`src/rtl/ctr_inc_pkg.sv`:
```
package ctr_inc_pkg;

    localparam int unsigned DEF_CTR_W   = 128;
    localparam int unsigned DEF_SLICE_W = 16;
    localparam int unsigned BYTE_W      = 8;

    // Sequencer phases
    typedef enum logic [1:0] {
        SEQ_IDLE = 2'b00,
        SEQ_RUN  = 2'b01,
        SEQ_DONE = 2'b10
    } seq_state_e;

    // Significance rank of a register byte lane: lane 0 is the most significant
    function automatic int unsigned lane_rank(int unsigned lane, int unsigned nbytes);
        return nbytes - 1 - lane;
    endfunction

    // Slice index that owns a byte lane (slice 0 is least significant)
    function automatic int unsigned lane_slice(int unsigned lane, int unsigned nbytes,
                                               int unsigned sbytes);
        return lane_rank(lane, nbytes) / sbytes;
    endfunction

    // Byte position of a lane inside its slice (0 is the low-order byte)
    function automatic int unsigned lane_offset(int unsigned lane, int unsigned nbytes,
                                                int unsigned sbytes);
        return lane_rank(lane, nbytes) % sbytes;
    endfunction

endpackage

```
`src/rtl/ctr_slice_adder.sv`:
```
module ctr_slice_adder #(
    parameter int unsigned W = 16
) (
    input  logic [W-1:0] a_i,
    input  logic         cin_i,
    output logic [W-1:0] sum_o,
    output logic         cout_o
);
    // Narrow incrementer: operand plus the carry held from the previous slice
    assign {cout_o, sum_o} = {1'b0, a_i} + {{W{1'b0}}, cin_i};
endmodule

```
`src/rtl/ctr_inc_seq.sv`:
```
module ctr_inc_seq
    import ctr_inc_pkg::*;
#(
    parameter int unsigned NUM_SLICES = 8,
    localparam int unsigned IDX_W     = (NUM_SLICES > 1) ? $clog2(NUM_SLICES) : 1
) (
    input  logic             clk,
    input  logic             rst,
    input  logic             start_i,
    output logic             run_o,
    output logic [IDX_W-1:0] idx_o,
    output logic             load_o,
    output logic             done_o
);
    localparam logic [IDX_W-1:0] LAST_IDX = IDX_W'(NUM_SLICES - 1);

    seq_state_e       state_q, state_d;
    logic [IDX_W-1:0] idx_q, idx_d;

    assign run_o  = (state_q == SEQ_RUN);
    assign done_o = (state_q == SEQ_DONE);
    assign idx_o  = idx_q;
    // A start is taken only when no slice walk is in progress
    assign load_o = start_i && (state_q != SEQ_RUN);

    always_comb begin
        state_d = state_q;
        idx_d   = idx_q;
        unique case (state_q)
            SEQ_IDLE, SEQ_DONE: begin
                if (start_i) begin
                    state_d = SEQ_RUN;
                    idx_d   = '0;
                end else begin
                    state_d = SEQ_IDLE;
                end
            end
            SEQ_RUN: begin
                if (idx_q == LAST_IDX) begin
                    state_d = SEQ_DONE;
                end else begin
                    idx_d = idx_q + 1'b1;
                end
            end
            default: begin
                state_d = SEQ_IDLE;
                idx_d   = '0;
            end
        endcase
    end

    always_ff @(posedge clk) begin
        if (rst) begin
            state_q <= SEQ_IDLE;
            idx_q   <= '0;
        end else begin
            state_q <= state_d;
            idx_q   <= idx_d;
        end
    end


    done_single_chk: assert property (@(posedge clk) disable iff (rst)
        done_o |=> !done_o);


    done_after_last_chk: assert property (@(posedge clk) disable iff (rst)
        (run_o && idx_o == LAST_IDX) |=> done_o);


    walk_no_restart_chk: assert property (@(posedge clk) disable iff (rst)
        (run_o && idx_o != LAST_IDX) |=> (run_o && idx_o == IDX_W'($past(idx_o) + 1'b1)));


    rearm_in_done_chk: assert property (@(posedge clk) disable iff (rst)
        (done_o && start_i) |=> (run_o && idx_o == '0));
endmodule

```
`src/rtl/ctr_lane_map.sv`:
```
module ctr_lane_map
    import ctr_inc_pkg::*;
#(
    parameter int unsigned CTR_W   = 128,
    parameter int unsigned SLICE_W = 16,
    localparam int unsigned NUM_BYTES   = CTR_W / BYTE_W,
    localparam int unsigned SLICE_BYTES = SLICE_W / BYTE_W,
    localparam int unsigned NUM_SLICES  = CTR_W / SLICE_W,
    localparam int unsigned IDX_W       = (NUM_SLICES > 1) ? $clog2(NUM_SLICES) : 1
) (
    input  logic [CTR_W-1:0]     iv_i,
    input  logic                 run_i,
    input  logic [IDX_W-1:0]     idx_i,
    input  logic [SLICE_W-1:0]   sum_i,
    output logic [SLICE_W-1:0]   slice_o,
    output logic [CTR_W-1:0]     iv_o,
    output logic [NUM_BYTES-1:0] we_o
);
    // Gather the active slice, swapping bytes from big-endian lane order
    always_comb begin
        slice_o = '0;
        for (int unsigned b = 0; b < NUM_BYTES; b++) begin
            if (idx_i == IDX_W'(lane_slice(b, NUM_BYTES, SLICE_BYTES))) begin
                slice_o[lane_offset(b, NUM_BYTES, SLICE_BYTES)*BYTE_W +: BYTE_W] =
                    iv_i[b*BYTE_W +: BYTE_W];
            end
        end
    end

    // Scatter the incremented slice back, one lane per byte
    for (genvar g = 0; g < NUM_BYTES; g++) begin : g_lane
        localparam int unsigned SL  = lane_slice(g, NUM_BYTES, SLICE_BYTES);
        localparam int unsigned OFF = lane_offset(g, NUM_BYTES, SLICE_BYTES);
        assign we_o[g] = run_i && (idx_i == IDX_W'(SL));
        assign iv_o[g*BYTE_W +: BYTE_W] = we_o[g] ? sum_i[OFF*BYTE_W +: BYTE_W]
                                                  : iv_i[g*BYTE_W +: BYTE_W];
    end
endmodule

```
`src/rtl/ctr_inc_engine.sv`:
```
module ctr_inc_engine
    import ctr_inc_pkg::*;
#(
    parameter int unsigned CTR_W   = DEF_CTR_W,
    parameter int unsigned SLICE_W = DEF_SLICE_W,
    localparam int unsigned NUM_BYTES  = CTR_W / BYTE_W,
    localparam int unsigned NUM_SLICES = CTR_W / SLICE_W,
    localparam int unsigned IDX_W      = (NUM_SLICES > 1) ? $clog2(NUM_SLICES) : 1
) (
    input  logic                 clk,
    input  logic                 rst,
    input  logic                 start_i,
    input  logic [CTR_W-1:0]     iv_i,
    output logic [CTR_W-1:0]     iv_o,
    output logic [NUM_BYTES-1:0] iv_we_o,
    output logic                 done_o
);
    logic               run;
    logic               load;
    logic [IDX_W-1:0]   idx;
    logic [SLICE_W-1:0] slice_val;
    logic [SLICE_W-1:0] slice_sum;
    logic               slice_cout;
    logic               carry_q;

    ctr_inc_seq #(.NUM_SLICES(NUM_SLICES)) u_seq (
        .clk    (clk),
        .rst    (rst),
        .start_i(start_i),
        .run_o  (run),
        .idx_o  (idx),
        .load_o (load),
        .done_o (done_o)
    );

    ctr_lane_map #(.CTR_W(CTR_W), .SLICE_W(SLICE_W)) u_map (
        .iv_i   (iv_i),
        .run_i  (run),
        .idx_i  (idx),
        .sum_i  (slice_sum),
        .slice_o(slice_val),
        .iv_o   (iv_o),
        .we_o   (iv_we_o)
    );

    ctr_slice_adder #(.W(SLICE_W)) u_add (
        .a_i   (slice_val),
        .cin_i (carry_q),
        .sum_o (slice_sum),
        .cout_o(slice_cout)
    );

    // Carry chain across cycles: seeded with the +1, then the slice carry-out
    always_ff @(posedge clk) begin
        if (rst) begin
            carry_q <= 1'b0;
        end else if (load) begin
            carry_q <= 1'b1;
        end else if (run) begin
            carry_q <= slice_cout;
        end
    end


    lane_pair_chk: assert property (@(posedge clk) disable iff (rst)
        (iv_we_o == '0) || ($countones(iv_we_o) == SLICE_W / BYTE_W));


    done_quiet_chk: assert property (@(posedge clk) disable iff (rst)
        done_o |-> (iv_we_o == '0));


    carry_settled_chk: assert property (@(posedge clk) disable iff (rst)
        (run && !carry_q) |=> !carry_q);


    no_carry_same_chk: assert property (@(posedge clk) disable iff (rst)
        (run && !carry_q) |-> (iv_o == iv_i));
endmodule

```
`config.mk`:
```
export PLATFORM = sky130hd
export DESIGN_NAME = ctr_inc_engine
export DESIGN_NICKNAME = d
export VERILOG_FILES = /design/src/rtl/ctr_inc_pkg.sv /design/src/rtl/ctr_slice_adder.sv /design/src/rtl/ctr_inc_seq.sv /design/src/rtl/ctr_lane_map.sv /design/src/rtl/ctr_inc_engine.sv
export SDC_FILE = /design/constraint.sdc
export NUM_CORES = 1
export LEC_CHECK = 0
export CELL_PAD_IN_SITES_DETAIL_PLACEMENT = 2
export CELL_PAD_IN_SITES_GLOBAL_PLACEMENT = 2
export CORE_MARGIN = 3
export CORE_UTILIZATION = 18
export CTS_BUF_LIST = sky130_fd_sc_hd__clkbuf_4 sky130_fd_sc_hd__clkbuf_8 sky130_fd_sc_hd__clkbuf_16
export CTS_CLUSTER_SIZE = 40
export DETAILED_ROUTE_END_ITERATION = 8
export GPL_ROUTABILITY_DRIVEN = 0
export GPL_TIMING_DRIVEN = 0
export PLACE_DENSITY_LB_ADDON = 0.08
export SYNTH_ARGS = -nofsm -noshare
export SYNTH_HDL_FRONTEND = slang
export SYNTH_SLANG_ARGS = --single-unit
```
`constraint.sdc`:
```
create_clock -name clk -period 5.1 [get_ports clk]
set_input_delay 0.765 -clock clk [delete_from_list [all_inputs] [get_ports clk]]
set_output_delay 0.765 -clock clk [all_outputs]
set_load 0.05 [all_outputs]
```
Word level (Yosys, flattened, before mapping)
Index checks and enable logic that the tools add are counted.
- flip-flop bits (word level): 6
- input bits: 131
- reduce and logical (&&, ||, !) cells: 14
- muxes and demuxes: 40
- equality and inequality tests: 13
- $add $sub $neg: 2
- operators by type and width (operator ; count):
    2-to-1 mux 8 bit ; 32
    adder 16 x 1 -> 17 bit ; 1
    == test 3 bit (second input constant) ; 4
    logical AND 1 bit ; 9
    == test 3 x 2 -> 1 bit (second input constant) ; 2
    2-to-1 mux 3 bit ; 2
    inequality test 2 bit (second input constant) ; 3
    one-hot mux 3 bit (2 select lines) ; 1
    one-hot mux 2 bit (2 select lines) ; 1
    adder 3 x 1 -> 3 bit (second input constant) ; 1
    == test 3 x 1 -> 1 bit (second input constant) ; 1
    logical NOT 3 bit ; 1
    2-to-1 mux 1 bit ; 3
    == test 2 x 1 -> 1 bit (second input constant) ; 1
    == test 2 bit (second input constant) ; 1
    logical NOT 2 bit ; 1
    2-to-1 mux 2 bit ; 1
    inequality test 2 x 1 -> 1 bit (second input constant) ; 1
    AND reduction 2 bit ; 1
    nonzero test 2 bit ; 1
    OR reduction 2 bit ; 1

Longest topological paths before layout
Gate-level depths: netlist of run 1.
- word-level depth: 12
- depth in mapped cells: 19
- gate-level depth less buffers: 16

By module
Synthesis of run 1 repeated with hierarchy kept, for this count alone.
- cell total of the unflattened synthesis: 497
- area, all modules: 3763.6 um^2
- by module, submodules not included (module ; cells an instance ; times used ; area each (um^2)):
    ctr_lane_map ; 428 ; 1 ; 3150.5
    ctr_slice_adder ; 44 ; 1 ; 331.6
    ctr_inc_seq ; 21 ; 1 ; 242.7
    ctr_inc_engine ; 4 ; 1 ; 38.8

Worst setup path before layout of run 1
OpenSTA, ideal clock, no wires.
- kind: register -> output
- start: reg u_seq.idx_q[0] (netlist: u_seq.idx_o[0])
- end: out iv_o[111]
- stages on the path, launching flop included: 17
- data required time: 4335 ps
- path slack: 645 ps
- arrival: 3690 ps
- path through: dfxtp_1 > ha_1 > ha_1 > clkbuf_1 > nand3_1 > a311oi_1 > a211oi_1 > nor3_1 > a211oi_1 > o21ai_0 > ha_1 > o21ai_0 > a21oi_2 > nand2_1 > nor2_1 > xnor2_1 > o21ai_0
- cells in the longest elaborated chain, start to end: 11
- elaborated cells between the ends (all ways): 19
- those cells by class: 1 x add/sub; 7 x eq/ne; 9 x mux; 2 x reduce/logical
- ends and longest elaborated chain (element ; RTL line ; RTL):
    start: declaration ; ctr_inc_seq.sv:18 ; logic [IDX_W-1:0] idx_q, idx_d;
    start signal: assignment ; ctr_inc_seq.sv:58 ; idx_q <= idx_d;
    == test 3 bit ; ctr_lane_map.sv:23 ; if (idx_i == IDX_W'(lane_slice(b, NUM_BYTES, SLICE_BYTES))) begin
    2-to-1 mux 8 bit (8 in a row) ; ctr_lane_map.sv:23 ;
    adder 16 x 1 -> 17 bit ; ctr_slice_adder.sv:10 ; assign {cout_o, sum_o} = {1'b0, a_i} + {{W{1'b0}}, cin_i};
    2-to-1 mux 8 bit * ; ctr_lane_map.sv:35 ; assign iv_o[g*BYTE_W +: BYTE_W] = we_o[g] ? sum_i[OFF*BYTE_W +: BYTE_W]
    end: declaration ; ctr_inc_engine.sv:14 ; output logic [CTR_W-1:0] iv_o,
Mark *: on every way between the ends. The rest lies on a longest branch, timed or not.

Worst setup path after layout of run 1
- start: reg u_seq.idx_q[2] (netlist: u_seq.idx_o[2])
- end: out iv_o[68]
Same word-level chain as after synthesis.

==> impl_metrics.csv, run 1 <==
group,metric,value,unit
clock_network,cts_root_buf,"clkbuf_16",
setup_path,critical_path.startpoint,"u_seq.idx_o[2]",
layout,final_cell_mix,"nand2_1, clkdlybuf4s50_1, o21ai_0, o21ai_1, buf_2",
setup_path,cp_capture_type,"output pin",
detailed_routing,drtAntennaViolNets,0,
timing,max_freq,198.5,MHz
placed_design,half_perimeter_wire_length_after_detailed_placement,27550,um
detailed_routing,via_count,6696,
grt,grtUsageMet1,0.3582,
yosys,synth_largest_type_area_fraction,0.1813,
pwr,fin_total_pwr,1.042,mW
detailed_routing,avg_vias_per_cell,5.277,
grt,gr-usage-met3,0.02160,
yosys,synth.net_count,848,
job,timing.max_cap.violations,0,
yosys,post_synth_and_or_nand_nor_area_fraction,0.3894,
yosys,synth_fa_ha_area_frac,0.02417,
worst_hold_path,min_path_type,"register to register",
setup_path,timing.critical_path.cells,"buf_6 > buf_6 > inv_2 > ha_1 > buf_2 > nor2b_2 > o2111ai_1 > a31oi_1 > o22a_1 > nand4_4 > buf_6 > nor3_4 > xor2_4 > o21ai_1 > dlygate4sd2_1",
grt,initial_antenna_violation_count,3,
placed_design,dp_cells,1264,
yosys,ys_dominant_reg_cell,"dfxtp_1",
run_status,run_status,"finished, final reports clean",
clock_network,cts_tree,"built",
clock_network,clock_latency,0.23,ns
worst_hold_path,hp-start,"u_seq.idx_o[0]",
setup_path,required,4.34,ns
pwr,seq_power_share,0.050,
layout,drive_above_1_share,0.1773,
grt,gr-max-usage-layer,"met2",
yosys,yosys_warnings,0,
clock_network,clock_sinks,6,
clock_network,clock_buffer_count_from_cts,3,
grt,global_route.usage.total,0.2613,
setup_path,cpMostUsedCell,"buf_6",
timing,finalMaxSlewViolations,0,
timing,worst-slew-pin-transition,0.9449,ns
die,die_h,157.7,um
placed_design,place_worst_setup_slack,-0.6576,ns
setup_path,crit-reg2reg-launch,"u_seq.idx_o[2]",
die,die_w,157.7,um
layout,mostFrequentLayoutCell,"nand2_1",
yosys,synth_xor_xnor_area_share,0.03233,
clock_network,cts_buffer_depth,2,
clock_network,cts-htree-levels,1,
timing,timing.final.crit_share,0.9879,
pwr,comb_power_share,0.822,
die,core_region_area,22230,um^2
yosys,syn_area_per_cell,5.841,um^2
yosys,synth.ff_latch_count,6,
setup_path,timing.critical_path.fanout_max,10,
detailed_routing,routed_wl,34440,um
die,floorplan.rows,54,
layout,nets,1128,
yosys,ys_async_sr_fraction,0,
timing,setup_total_neg_slack,0,ns
grt,grt_overflow,0,
detailed_routing,routed_wire_length_per_instance,27.14,um
placed_design,dpl-instance-area,7244,um^2
die,floorplan.initialDensity,0.1863,
detailed_routing,drc,0,
timing,finClkSkew,0.002358,ns
yosys,yosysTopAreaCell,"nand2_1",
setup_path,critical-path-max-stage-delay,0.45,ns
pwr,net-switching-power,0.6181,mW
timing,grt_setup_unrepaired,"yes",
pwr,leakage,3.125,nW
yosys,seq_area_frac_synth,0.02900,
timing,layout_setup_ws,0.06164,ns
die,design.die.area,24860,um^2
grt,maximum_number_of_pins_on_one_net_before_global_route_repair,20,
yosys,synthMuxAreaShare,0.02417,
layout,area_growth_syn_to_layout,74.80,%
layout,finish.utilization,0.3257,
yosys,edff_count_synth,0,
placed_design,port_buffers,275,
setup_path,critical_path.slowest_cell,"dlygate4sd2_1",
clock_network,cts.reportedPaths.clkPinSlew,0.04,ns
setup_path,crit_path_category,"register to output pin",
timing,final_setup_violation_count,0,
yosys,ys_top_cells_by_area,"nand2_1, o21ai_0, o21ai_1, a21oi_1, nand3_1",
detailed_routing,dr.pass1.iters,5,
pwr,clkPwrFrac,0.128,
layout,stdcell_area,7239,um^2
setup_path,worst_ep_arrival_time,4.27,ns
yosys,number_of_library_cell_types_mapped_by_synthesis,67,
yosys,syn_inst,709,
grt,grt_pass1_wl,48200,um
pwr,switching_share,0.5933,
yosys,synth_compound_gate_area_share,0.3749,
timing,timing.final.hold_violations,0,
pwr,p_per_area,143.9,nW/um^2
yosys,synth_top_family_by_area,"simple AND/OR/NAND/NOR gates",
timing,period_minus_slack,5.038,ns
die,io-pin-count,276,
grt,global_route.usage.met2,0.4563,
timing,worst_slew_margin,0.3701,
grt,first_global_vias,6951,
yosys,netlist_area,4141,um^2
layout,finalNonFillerCells,1269,
timing,final.hold.worst_slack,0.6117,ns
setup_path,start_kind,"register",
detailed_routing,drt_iter0_markers,398,
pwr,vdd.ir_drop.worst,0.1345,mV
pwr,power_report.internal_total,0.4237,mW
-- registers in the layout, indices dropped and copies added (netlist names) --
signal / cells
u_seq.idx_o: 3
carry_q: 1
u_seq.state_q: 2
-- critical path, delay by kind of cell (launching register included) --
family	cells	cell delay, ns
compound gates	4	1.08
fa+ha+maj	1	0.23
xor+xnor	1	0.34
flops	1	0.35
simple gates	3	0.74
buf+inv	6	1.27
-- worst paths after layout --
check	to	cells past startpoint	slack [ns]
max	iv_o[68]	15	0.06
min	u_seq.idx_o[0]	2	0.61
max reg2reg	carry_q	14	1.42
min reg2reg	u_seq.idx_o[0]	2	0.61
-- final cells by class --
class	count	area [um^2]
fillers	2724	14990
multi-input cells	603	3630
repair buffers	278	2540
plain buffers	70	417.9
well taps	280	350.3
flip-flops and latches	6	120.1
inverters	27	101.3
clock buffers	3	75.07
diodes	2	5.005
-- layer usage --
metal  wire length [um]  vias up  part of all wire
met5                 23        -           0.00067
met4                430        4             0.012
met3               1663       33             0.048
met2              16730      247              0.49
met1              15590     3310              0.45
li1                   -     3102                 -
-- cells by family (layout without fill, tap and decap cells) --
kind of cell | Yosys count | in the layout
AND/OR/NAND/NOR | 338 | 338
AO/OA/AOI/OAI | 236 | 236
buffers and inverters | 100 | 378
XOR/XNOR | 11 | 11
multiplexers | 10 | 10
adder cells (fa/ha/maj) | 8 | 8
flip-flops | 6 | 6
other | 0 | 2
-- power groups by stage --
stage | clock, mW | combinational, mW | sequential, mW
after CTS | 0.131 | 0.855 | 0.0523
final | 0.133 | 0.856 | 0.0524
after detailed placement | 0 | 0.868 | 0.0529
after floorplan | 0 | 0.484 | 0.0516
after global placement | 0 | 0.862 | 0.0527
after global routing | 0.137 | 0.901 | 0.0528
-- Yosys cell counts, drive strengths merged, types with 8 or more instances --
library cell  count
a211o            14
a211oi            9
a21oi            36
a22oi             8
buf              42
clkbuf           31
ha                8
inv              27
mux2i            10
nand2           200
nand3            33
nand3b           12
nand4            16
nor2             29
nor2b             8
nor3             17
o21ai           107
o22ai             9
xnor2             8
-- what timing repair did --
item | 4_1_cts | 5_1_grt
cloned | 0 | 0
gates resized for setup | 229 | 134
pin swaps | 1 | 2
setup buffers | 1 | 2
hold buffers | 0 | 0
hold endpoints to repair | 0 | 0
setup endpoints to repair | 127 | 128
Note: power is estimated with default switching activity, not from simulation.
==> run 2, diff against run 1 <==
Settings changed: TNS_END_PERCENT set to 50.
==> run 2 against run 1 <==
  * Hold slack got worse by 0.0058 ns
  * Fmax is 0.98% higher
  * Utilization barely moved
  * Global-route usage unchanged
  * Clock-buffer cell count unchanged
  * First-iteration DRC count is 4.3% higher
  * Via count down 0.55%
  * Combinational power fell by 0.5%
  * Wire length shrank 0.44%
  * Final area is 0.10% lower
==> impl_metrics.csv, run 2 (synthesis results as in run 1) <==
group,metric,value,unit
timing,grt_setup_unrepaired,"yes",
layout,final_cell_mix,"nand2_1, clkdlybuf4s50_1, o21ai_0, o21ai_1, clkbuf_2",
grt,gr-usage-met3,0.02160,
clock_network,cts-htree-levels,1,
setup_path,start_kind,"register",
placed_design,port_buffers,275,
layout,mostFrequentLayoutCell,"nand2_1",
detailed_routing,routed_wl,34280,um
layout,finalNonFillerCells,1267,
timing,worst_slew_margin,0.3642,
detailed_routing,routed_wire_length_per_instance,27.06,um
layout,drive_above_1_share,0.1755,
layout,nets,1127,
clock_network,clock_buffer_count_from_cts,3,
setup_path,required,4.34,ns
grt,first_global_vias,6951,
layout,number_of_flip_flops_in_the_largest_register,3,
timing,worst-slew-pin-transition,0.9537,ns
timing,finClkSkew,0.002012,ns
timing,layout_setup_ws,0.1104,ns
placed_design,half_perimeter_wire_length_after_detailed_placement,27550,um
run_status,run_status,"finished, final reports clean",
setup_path,worst_ep_arrival_time,4.22,ns
grt,initial_antenna_violation_count,3,
die,die_w,157.7,um
pwr,fin_total_pwr,1.036,mW
detailed_routing,drc,0,
die,io-pin-count,276,
setup_path,timing.critical_path.fanout_max,10,
die,core_region_area,22230,um^2
timing,max_freq,200.4,MHz
setup_path,crit_path_category,"register to output pin",
die,die_h,157.7,um
placed_design,dp_cells,1264,
grt,grtUsageMet1,0.3582,
grt,global_route.usage.total,0.2613,
layout,finish.utilization,0.3253,
clock_network,cts_root_buf,"clkbuf_16",
timing,timing.final.hold_violations,0,
worst_hold_path,min_path_type,"register to register",
pwr,p_per_area,143.2,nW/um^2
die,design.die.area,24860,um^2
clock_network,cts_buffer_depth,2,
placed_design,place_worst_setup_slack,-0.6576,ns
clock_network,cts.reportedPaths.clkPinSlew,0.04,ns
die,floorplan.rows,54,
timing,period_minus_slack,4.990,ns
layout,area_growth_syn_to_layout,74.62,%
setup_path,cp_capture_type,"output pin",
layout,n_fill_cell,2722,
detailed_routing,drtAntennaViolNets,0,
job,timing.max_cap.violations,0,
die,floorplan.initialDensity,0.1863,
timing,final_setup_violation_count,0,
pwr,leakage,3.119,nW
clock_network,cts_tree,"built",
clock_network,clock_sinks,6,
grt,maximum_number_of_pins_on_one_net_before_global_route_repair,20,
pwr,vdd.ir_drop.worst,0.1326,mV
detailed_routing,via_count,6659,
grt,gr-max-usage-layer,"met2",
clock_network,cts-hold-fix-buffers,0,
detailed_routing,dr.pass1.iters,5,
timing,timing.final.crit_share,0.9783,
clock_network,clock_latency,0.23,ns
detailed_routing,avg_vias_per_cell,5.256,
grt,grt_pass1_wl,48200,um
detailed_routing,drt_iter0_markers,415,
grt,grt_overflow,0,
grt,global_route.usage.met2,0.4563,
timing,setup_total_neg_slack,0,ns
timing,finalMaxSlewViolations,0,
-- run 2: cell types whose count changed in the layout (fill, tap and decap cells not counted), sizes merged --
cell,before,now
buf,63,58
clkbuf,66,69
clkdlybuf4s15,32,33
diode,2,1
-- run 2: layout make-up --
| class | count | area [um^2] | area share |
|---|---|---|---|
| flip-flops and latches | 6 | 120.1 | 0.01661 |
| inverters | 27 | 101.3 | 0.01401 |
| diodes | 1 | 2.502 | 0.0003460 |
| clock buffers | 3 | 75.07 | 0.01038 |
| plain buffers | 71 | 421.7 | 0.05830 |
| well taps | 280 | 350.3 | 0.04844 |
| repair buffers | 276 | 2531 | 0.3500 |
| multi-input cells | 603 | 3630 | 0.5019 |
-- run 2: worst max-delay path: stages, from the launching register on --
cell and delay (ns):
dfxtp_1 0.35, buf_6 0.15, buf_6 0.15, inv_2 0.11, ha_1 0.23, buf_2 0.21
nor2b_2 0.35, o2111ai_1 0.17, a31oi_1 0.41, o22a_1 0.36, nand4_4 0.20, buf_6 0.21
nor3_4 0.20, xor2_4 0.17, o21ai_1 0.16, dlygate4sd2_1 0.56
-- run 2: power breakdown --
part	total, mW	switching (mW)	internal (mW)
combinational	0.852	0.581	0.271
clock	0.132	0.0304	0.101
sequential	0.0524	0.00307	0.0493
total	1.04	0.615	0.421
-- run 2: metal layers --
layer,up-vias,part of all wire,wire (um)
met5,-,0.00067,23
met4,4,0.013,432
met3,28,0.049,1691
met2,248,0.49,16640
met1,3282,0.45,15490
li1,3097,-,-
-- run 2: stage by stage --
step,cell area (um^2),hold slack [ns]
2_1_floorplan,4141,0.5053
3_3_place_gp,7244,0.5446
3_5_place_dp,7244,0.5987
4_1_cts,7395,0.6093
5_1_grt,7232,0.6518
6_report,7232,0.6059
-- run 2: final timing paths --
check / cells after the start / from / end / slack, ns
max: 15 / u_seq.idx_o[2] / iv_o[4] / 0.11
min: 2 / u_seq.idx_o[1] / u_seq.idx_o[1] / 0.61
max reg2reg: 14 / u_seq.idx_o[2] / carry_q / 1.46
min reg2reg: 2 / u_seq.idx_o[1] / u_seq.idx_o[1] / 0.61
-- run 2: what timing repair did --
item	4_1_cts	5_1_grt
endpoints found under the setup margin	127	128
gates resized for setup	225	132
setup buffers	1	0
hold endpoints to repair	0	0
pin swaps	1	1
